===== config.mk =====
export PLATFORM = sky130hd
export DESIGN_NAME = qspin_port
export DESIGN_NICKNAME = d
export VERILOG_FILES = /design/src/rtl/qspin_pkg.sv /design/src/rtl/qspin_rstsync.sv /design/src/rtl/qspin_regs.sv /design/src/rtl/qspin_pinmux.sv /design/src/rtl/qspin_port.sv
export SDC_FILE = /design/constraint.sdc
export NUM_CORES = 1
export LEC_CHECK = 0
export CORE_MARGIN = 3
export CORE_UTILIZATION = 37
export CTS_CLUSTER_SIZE = 30
export DETAILED_ROUTE_END_ITERATION = 7
export PLACE_DENSITY_LB_ADDON = 0.12
export SLEW_MARGIN = 10
export SYNTH_ARGS = -nofsm -noshare
export SYNTH_HDL_FRONTEND = slang
export SYNTH_SLANG_ARGS = --single-unit

===== constraint.sdc =====
create_clock -name clk -period 1 [get_ports clk]
set_input_delay 0.15 -clock clk [delete_from_list [all_inputs] [get_ports clk]]
set_output_delay 0.15 -clock clk [all_outputs]
set_load 0.05 [all_outputs]

===== src/rtl/qspin_pkg.sv =====
package qspin_pkg;
  localparam int NPIN    = 8;
  localparam int BYTE_W  = 8;
  localparam int WORD_W  = 2 * BYTE_W;
  localparam int NCS     = 4;
  localparam logic ADDR_LATCH = 1'b0;
  localparam logic ADDR_CTRL  = 1'b1;
  // pin roles; positions matter because the mux decodes them
  localparam int PIN_MISO = 0;
  localparam int PIN_MOSI = 1;
  localparam int PIN_SCK  = 2;
  localparam int PIN_CS0  = 3;
  localparam int PIN_CS3  = 6;
  localparam int PIN_TXD  = 7;
  // assignment bits that physically exist
  localparam logic [BYTE_W-1:0] ASG_IMPL = 8'b0111_1011;
endpackage


===== src/rtl/qspin_rstsync.sv =====
module qspin_rstsync #(
  parameter int STAGES = 2
) (
  input  logic clk,
  input  logic arst_n,
  output logic rst_n_o
);
  logic [STAGES-1:0] sh_q, sh_d;

  always_comb sh_d = {sh_q[STAGES-2:0], 1'b1};

  always_ff @(posedge clk or negedge arst_n) begin
    if (!arst_n) sh_q <= '0;
    else         sh_q <= sh_d;
  end

  assign rst_n_o = sh_q[STAGES-1];
endmodule


===== src/rtl/qspin_regs.sv =====
module qspin_regs
  import qspin_pkg::*;
(
  input  logic              clk,
  input  logic              rst_n,
  input  logic              acc_en,
  input  logic              acc_wr,
  input  logic              acc_addr,
  input  logic [1:0]        acc_be,
  input  logic [WORD_W-1:0] acc_wdata,
  input  logic [NPIN-1:0]   pin_lvl,
  output logic [NPIN-1:0]   data_q,
  output logic [NPIN-1:0]   dir_q,
  output logic [NPIN-1:0]   asg_q,
  output logic [WORD_W-1:0] acc_rdata
);
  logic wr_latch, wr_dir, wr_asg;
  logic [NPIN-1:0] data_d, dir_d, asg_d;

  assign wr_latch = acc_en && acc_wr && (acc_addr == ADDR_LATCH) && acc_be[0];
  assign wr_dir   = acc_en && acc_wr && (acc_addr == ADDR_CTRL)  && acc_be[0];
  assign wr_asg   = acc_en && acc_wr && (acc_addr == ADDR_CTRL)  && acc_be[1];

  always_comb begin
    data_d = data_q;
    dir_d  = dir_q;
    asg_d  = asg_q;
    if (wr_latch) data_d = acc_wdata[BYTE_W-1:0];
    if (wr_dir)   dir_d  = acc_wdata[BYTE_W-1:0];
    if (wr_asg)   asg_d  = acc_wdata[WORD_W-1:BYTE_W] & ASG_IMPL;
  end

  always_ff @(posedge clk or negedge rst_n) begin
    if (!rst_n) begin
      data_q <= '0;
      dir_q  <= '0;
      asg_q  <= '0;
    end else begin
      data_q <= data_d;
      dir_q  <= dir_d;
      asg_q  <= asg_d;
    end
  end

  always_comb begin
    if (acc_addr == ADDR_LATCH) acc_rdata = {{BYTE_W{1'b0}}, pin_lvl};
    else                        acc_rdata = {asg_q, dir_q};
  end

  // a low-byte latch write lands on the next edge
  p_latch_wr_r2: assert property (@(posedge clk) disable iff (!rst_n)
    wr_latch |=> data_q == $past(acc_wdata[BYTE_W-1:0]));

  // direction byte holds unless its own byte is written
  p_dir_hold_r5: assert property (@(posedge clk) disable iff (!rst_n)
    !wr_dir |=> $stable(dir_q));

  // unimplemented assignment bits read zero
  p_asg_hole_r6: assert property (@(posedge clk) disable iff (!rst_n)
    (acc_addr == ADDR_CTRL) |-> (acc_rdata[BYTE_W+PIN_SCK] == 1'b0 &&
                                 acc_rdata[BYTE_W+PIN_TXD] == 1'b0));
endmodule


===== src/rtl/qspin_pinmux.sv =====
module qspin_pinmux
  import qspin_pkg::*;
(
  input  logic            clk,
  input  logic            rst_n,
  input  logic [NPIN-1:0] data_q,
  input  logic [NPIN-1:0] dir_q,
  input  logic [NPIN-1:0] asg_q,
  input  logic            spi_en,
  input  logic            spi_master,
  input  logic            spi_miso_drv,
  input  logic            spi_mosi_drv,
  input  logic            spi_sck_drv,
  input  logic [NCS-1:0]  spi_cs_drv,
  input  logic            uart_te,
  input  logic            uart_txd,
  output logic [NPIN-1:0] pin_out,
  output logic [NPIN-1:0] pin_oe
);
  logic [NPIN-1:0] take, per_out, per_oe;

  for (genvar i = 0; i < NPIN; i++) begin : g_pin
    if (i == PIN_SCK) begin : g_own_sck
      assign take[i] = spi_en;
    end else if (i == PIN_TXD) begin : g_own_txd
      assign take[i] = uart_te;
    end else begin : g_own_asg
      assign take[i] = asg_q[i];
    end

    if (i == PIN_MISO) begin : g_miso
      assign per_out[i] = spi_miso_drv;
      assign per_oe[i]  = ~spi_master;
    end else if (i == PIN_MOSI) begin : g_mosi
      assign per_out[i] = spi_mosi_drv;
      assign per_oe[i]  = spi_master;
    end else if (i == PIN_SCK) begin : g_sck
      assign per_out[i] = spi_sck_drv;
      assign per_oe[i]  = spi_master;
    end else if (i == PIN_CS0) begin : g_cs0
      assign per_out[i] = spi_cs_drv[0];
      assign per_oe[i]  = spi_master;
    end else if (i > PIN_CS0 && i <= PIN_CS3) begin : g_csn
      assign per_out[i] = spi_cs_drv[i-PIN_CS0];
      assign per_oe[i]  = 1'b1;
    end else begin : g_txd
      assign per_out[i] = uart_txd;
      assign per_oe[i]  = 1'b1;
    end

    assign pin_out[i] = take[i] ? per_out[i] : data_q[i];
    assign pin_oe[i]  = take[i] ? per_oe[i]  : dir_q[i];
  end

  // serial clock takeover by enable flag
  p_sck_own_r9: assert property (@(posedge clk) disable iff (!rst_n)
    spi_en |-> (pin_out[PIN_SCK] == spi_sck_drv && pin_oe[PIN_SCK] == spi_master));

  // transmit line takeover ignores assignment byte
  p_txd_own_r10: assert property (@(posedge clk) disable iff (!rst_n)
    uart_te |-> (pin_out[PIN_TXD] == uart_txd && pin_oe[PIN_TXD]));

  // unassigned chip-select pin behaves as plain I/O
  p_gpio_dir_r4: assert property (@(posedge clk) disable iff (!rst_n)
    !asg_q[PIN_CS0+1] |-> (pin_oe[PIN_CS0+1] == dir_q[PIN_CS0+1] &&
                           pin_out[PIN_CS0+1] == data_q[PIN_CS0+1]));

  // MISO and MOSI never drive together while both are lent
  p_data_dir_r8: assert property (@(posedge clk) disable iff (!rst_n)
    (asg_q[PIN_MISO] && asg_q[PIN_MOSI]) |-> $onehot(pin_oe[PIN_MOSI:PIN_MISO]));
endmodule


===== src/rtl/qspin_port.sv =====
module qspin_port
  import qspin_pkg::*;
(
  input  logic              clk,
  input  logic              rst_n,
  input  logic              acc_en,
  input  logic              acc_wr,
  input  logic              acc_addr,
  input  logic [1:0]        acc_be,
  input  logic [WORD_W-1:0] acc_wdata,
  output logic [WORD_W-1:0] acc_rdata,
  input  logic [NPIN-1:0]   pin_in,
  output logic [NPIN-1:0]   pin_out,
  output logic [NPIN-1:0]   pin_oe,
  input  logic              spi_en,
  input  logic              spi_master,
  input  logic              spi_miso_drv,
  input  logic              spi_mosi_drv,
  input  logic              spi_sck_drv,
  input  logic [NCS-1:0]    spi_cs_drv,
  output logic              spi_miso_rcv,
  output logic              spi_mosi_rcv,
  output logic              spi_sck_rcv,
  output logic              spi_ss_rcv,
  input  logic              uart_te,
  input  logic              uart_txd
);
  logic            rst_sync_n;
  logic [NPIN-1:0] data_q, dir_q, asg_q;

  qspin_rstsync #(.STAGES(2)) u_rst (
    .clk(clk), .arst_n(rst_n), .rst_n_o(rst_sync_n)
  );

  qspin_regs u_regs (
    .clk(clk), .rst_n(rst_sync_n),
    .acc_en(acc_en), .acc_wr(acc_wr), .acc_addr(acc_addr),
    .acc_be(acc_be), .acc_wdata(acc_wdata), .pin_lvl(pin_in),
    .data_q(data_q), .dir_q(dir_q), .asg_q(asg_q), .acc_rdata(acc_rdata)
  );

  qspin_pinmux u_mux (
    .clk(clk), .rst_n(rst_sync_n),
    .data_q(data_q), .dir_q(dir_q), .asg_q(asg_q),
    .spi_en(spi_en), .spi_master(spi_master),
    .spi_miso_drv(spi_miso_drv), .spi_mosi_drv(spi_mosi_drv),
    .spi_sck_drv(spi_sck_drv), .spi_cs_drv(spi_cs_drv),
    .uart_te(uart_te), .uart_txd(uart_txd),
    .pin_out(pin_out), .pin_oe(pin_oe)
  );

  assign spi_miso_rcv = pin_in[PIN_MISO];
  assign spi_mosi_rcv = pin_in[PIN_MOSI];
  assign spi_sck_rcv  = pin_in[PIN_SCK];
  assign spi_ss_rcv   = pin_in[PIN_CS0];
endmodule


==> results.toml <==
[sta]
rsz0062_at_grt = "true"
hold_viol = 0
tns_ps = -10010
drv_slew = 0
whs_ps = 198
max_freq_mhz = 711
postLayoutSetupSlackWorst_ps = -406
skew_ps = 1.15
min_period_ps = 1410
fin_crit_sh = 1.41
setup_viol = 31

[routing]
wl_met3_um = 216
num_vias = 1080
firstDrtPassIters = 2
route.top_layer_used = "met4"
wl_met2_um = 2400
drc = 0
drtAntennaViolNets = 0
drtIter0Drc = 31
m1WireLength_um = 1590
wl_per_cell_um = 19.1
totalWireLength_um = 4210
avgViaCountPerCell = 4.89

[global_route]
track_usage = 0.210
overflow = 0
grt_pass1_wl_um = 6580
grt_pass1_vias = 1196
antenna_found_initial = 0
grt_max_degree = 14

[setup_path]
arrival_ps = 1260
cp.required_ps = 850
r2r_start = "u_regs.dir_q[4]$_DFFE_PN0P_"
r2r_cells = 3
critPathMaxFanout = 3
regToRegSetupSlack_ps = -10
r2r_end = "u_regs.dir_q[4]$_DFFE_PN0P_"
start_kind = "flop"
crit_type = "reg -> out"
cp-startpoint = "u_regs.asg_q[3]$_DFFE_PN0P_"
crit_path_end_kind = "output port"

[clocking]
clk_path_buf_depth = 2
cts-root-buf = "clkbuf_4"
clk_latency_ps = 320
clk_pin_slew_ps = 120
cts_tree = "yes"
cts.htree.levels = 1
cts_buffers = 3
clock_sinks = 24

[yosys]
syn_inst = 90
synth_seq_cells = 24
synth_top_area_share = 0.475
synth_top_cell_by_area = "dfrtp_1"
synth-main-ff-cell = "dfrtp_1"
ys_seq_area_frac = 0.475
synth.most_common_cell = "mux2_2"
avgSynthCellArea_um2 = 14.1
ys_warn_count = 0
synth_top_cells_by_count = "41 x mux2_2, 24 x dfrtp_1, 7 x buf_4"
synthTopCellsByArea = "dfrtp_1 47%, mux2_2 36%, buf_4 4.2%, nand4_4 3.4%, and2_1 3.0%"
synth_area_um2 = 1260
synth_cell_types = 11
synth-async-reset-ratio = 1.00
synth_edf_count = 0

[pwr]
p_int_mw = 2.96
peakVddDrop_mv = 1.15
power_frac_seq = 0.280
power_density_nw_per_um2 = 1850
p_total_mw = 4.83
swShare = 0.386
p_sw_mw = 1.86
leakage_nw = 1.22
power.share.clock = 0.105
p_comb_frac = 0.615

[floorplanning]
num_rows = 20
die_h_um = 64.5
die_area_um2 = 4160
start_util = 0.401
io_pins = 78
core_area_um2 = 3150
die-width_um = 64.5

[flow_run]
drv_cap = 0

[place]
io_buffers = 73
gp_congestion = 0.697
placed_cells = 205
dp_hpwl_um = 2780

[worst_hold_path]
hold_path.class = "reg -> async"

[finish]
area_delta_synth_final_pct = 106
multi_input_area_um2 = 722
num-fill-cells = 176
nets = 220
register_area_um2 = 603
fin_cells = 221
drive_gt1_frac = 0.638
antenna_cells = 0

[outcome]
violations = "negative setup slack"
status = "complete, but fails checks"
## what timing repair did
| action | 4_1_cts | 5_1_grt |
|---|---|---|
| resized for setup | 63 | 9 |
| endpoints found under the setup margin | 52 | 33 |
| hold buffers | 1 | 0 |
| endpoints found under the hold margin | 2 | 0 |
| gates cloned | 1 | 0 |
| setup buffers | 4 | 6 |
| pin swaps | 5 | 2 |
## final cells by class
cell class / count / share of cell area
sequential: 24 / 0.231
multi-input combinational: 59 / 0.277
tap: 44 / 0.0211
timing repair buffer: 90 / 0.457
clock buffer: 4 / 0.0139
## logic make-up after synthesis
logic type,Yosys count,share of synthesized area
other,2,0.00594
DFF,24,0.475
buffers and inverters,8,0.0455
AOI/OAI and AO/OA,1,0.00395
muxes,41,0.365
and+or+nand+nor,14,0.105
## layer usage
layer | up-vias | track usage
li1 | 485 | -
met1 | 551 | 0.232
met2 | 41 | 0.401
met3 | 3 | 0.0572
met4 | 0 | 0.0396
met5 | - | 0
## critical path, stage by stage (launching register included)
cell     delay (ps)
dfrtp_2         460
mux2_4          330
buf_12          150
## state kept, by name (all words and copies together) (netlist names)
name,count
u_rst.sh_q,2
u_regs.asg_q,6
u_regs.data_q,8
u_regs.dir_q,8
## layout by cell type, fill, tap and decap left out
cell,count
clkbuf_8,1
nand4_4,2
mux2_4,18
buf_8,10
dfrtp_1,22
buf_4,8
dlygate4sd2_1,5
buf_12,23
a21oi_4,1
dfrtp_2,2
conb_1,3
buf_6,8
bufbuf_16,1
dlygate4sd3_1,1
and2_4,6
mux2_2,23
nor2_4,1
or2_4,4
dlymetal6s2s_1,3
buf_2,1
clkbuf_4,3
nand4b_4,1
clkdlybuf4s50_1,30
## metrics by stage
stage | cell area, um^2 | setup WS [ps] | util
after floorplan | 1290 | -64.4 | -
after global placement | 2250 | -514 | 0.714
after detailed placement | 2250 | -565 | 0.714
after CTS | 2540 | -426 | 0.804
after global routing | 2610 | -449 | 0.827
final | 2610 | -406 | 0.827
## power by group through the flow
| stage | logic, mW | registers [mW] | clock network, mW |
|---|---|---|---|
| detailed placement | 2.47 | 1.33 | 0 |
| global placement | 2.44 | 1.32 | 0 |
| CTS | 2.85 | 1.34 | 0.526 |
| global route | 3.06 | 1.39 | 0.563 |
| finish | 2.97 | 1.35 | 0.508 |
| floorplan | 1.41 | 1.30 | 0 |
## worst max-delay path by stage
stage | endpoint | slack (ps)
floorplan | acc_rdata[5] | -60
global placement | u_regs.data_q[1]$_DFFE_PN0P_ | -510
detailed placement | u_regs.dir_q[4]$_DFFE_PN0P_ | -570
CTS | pin_out[3] | -430
global route | pin_oe[3] | -450
finish | pin_oe[3] | -410
Power figures use the tool's default switching activity.
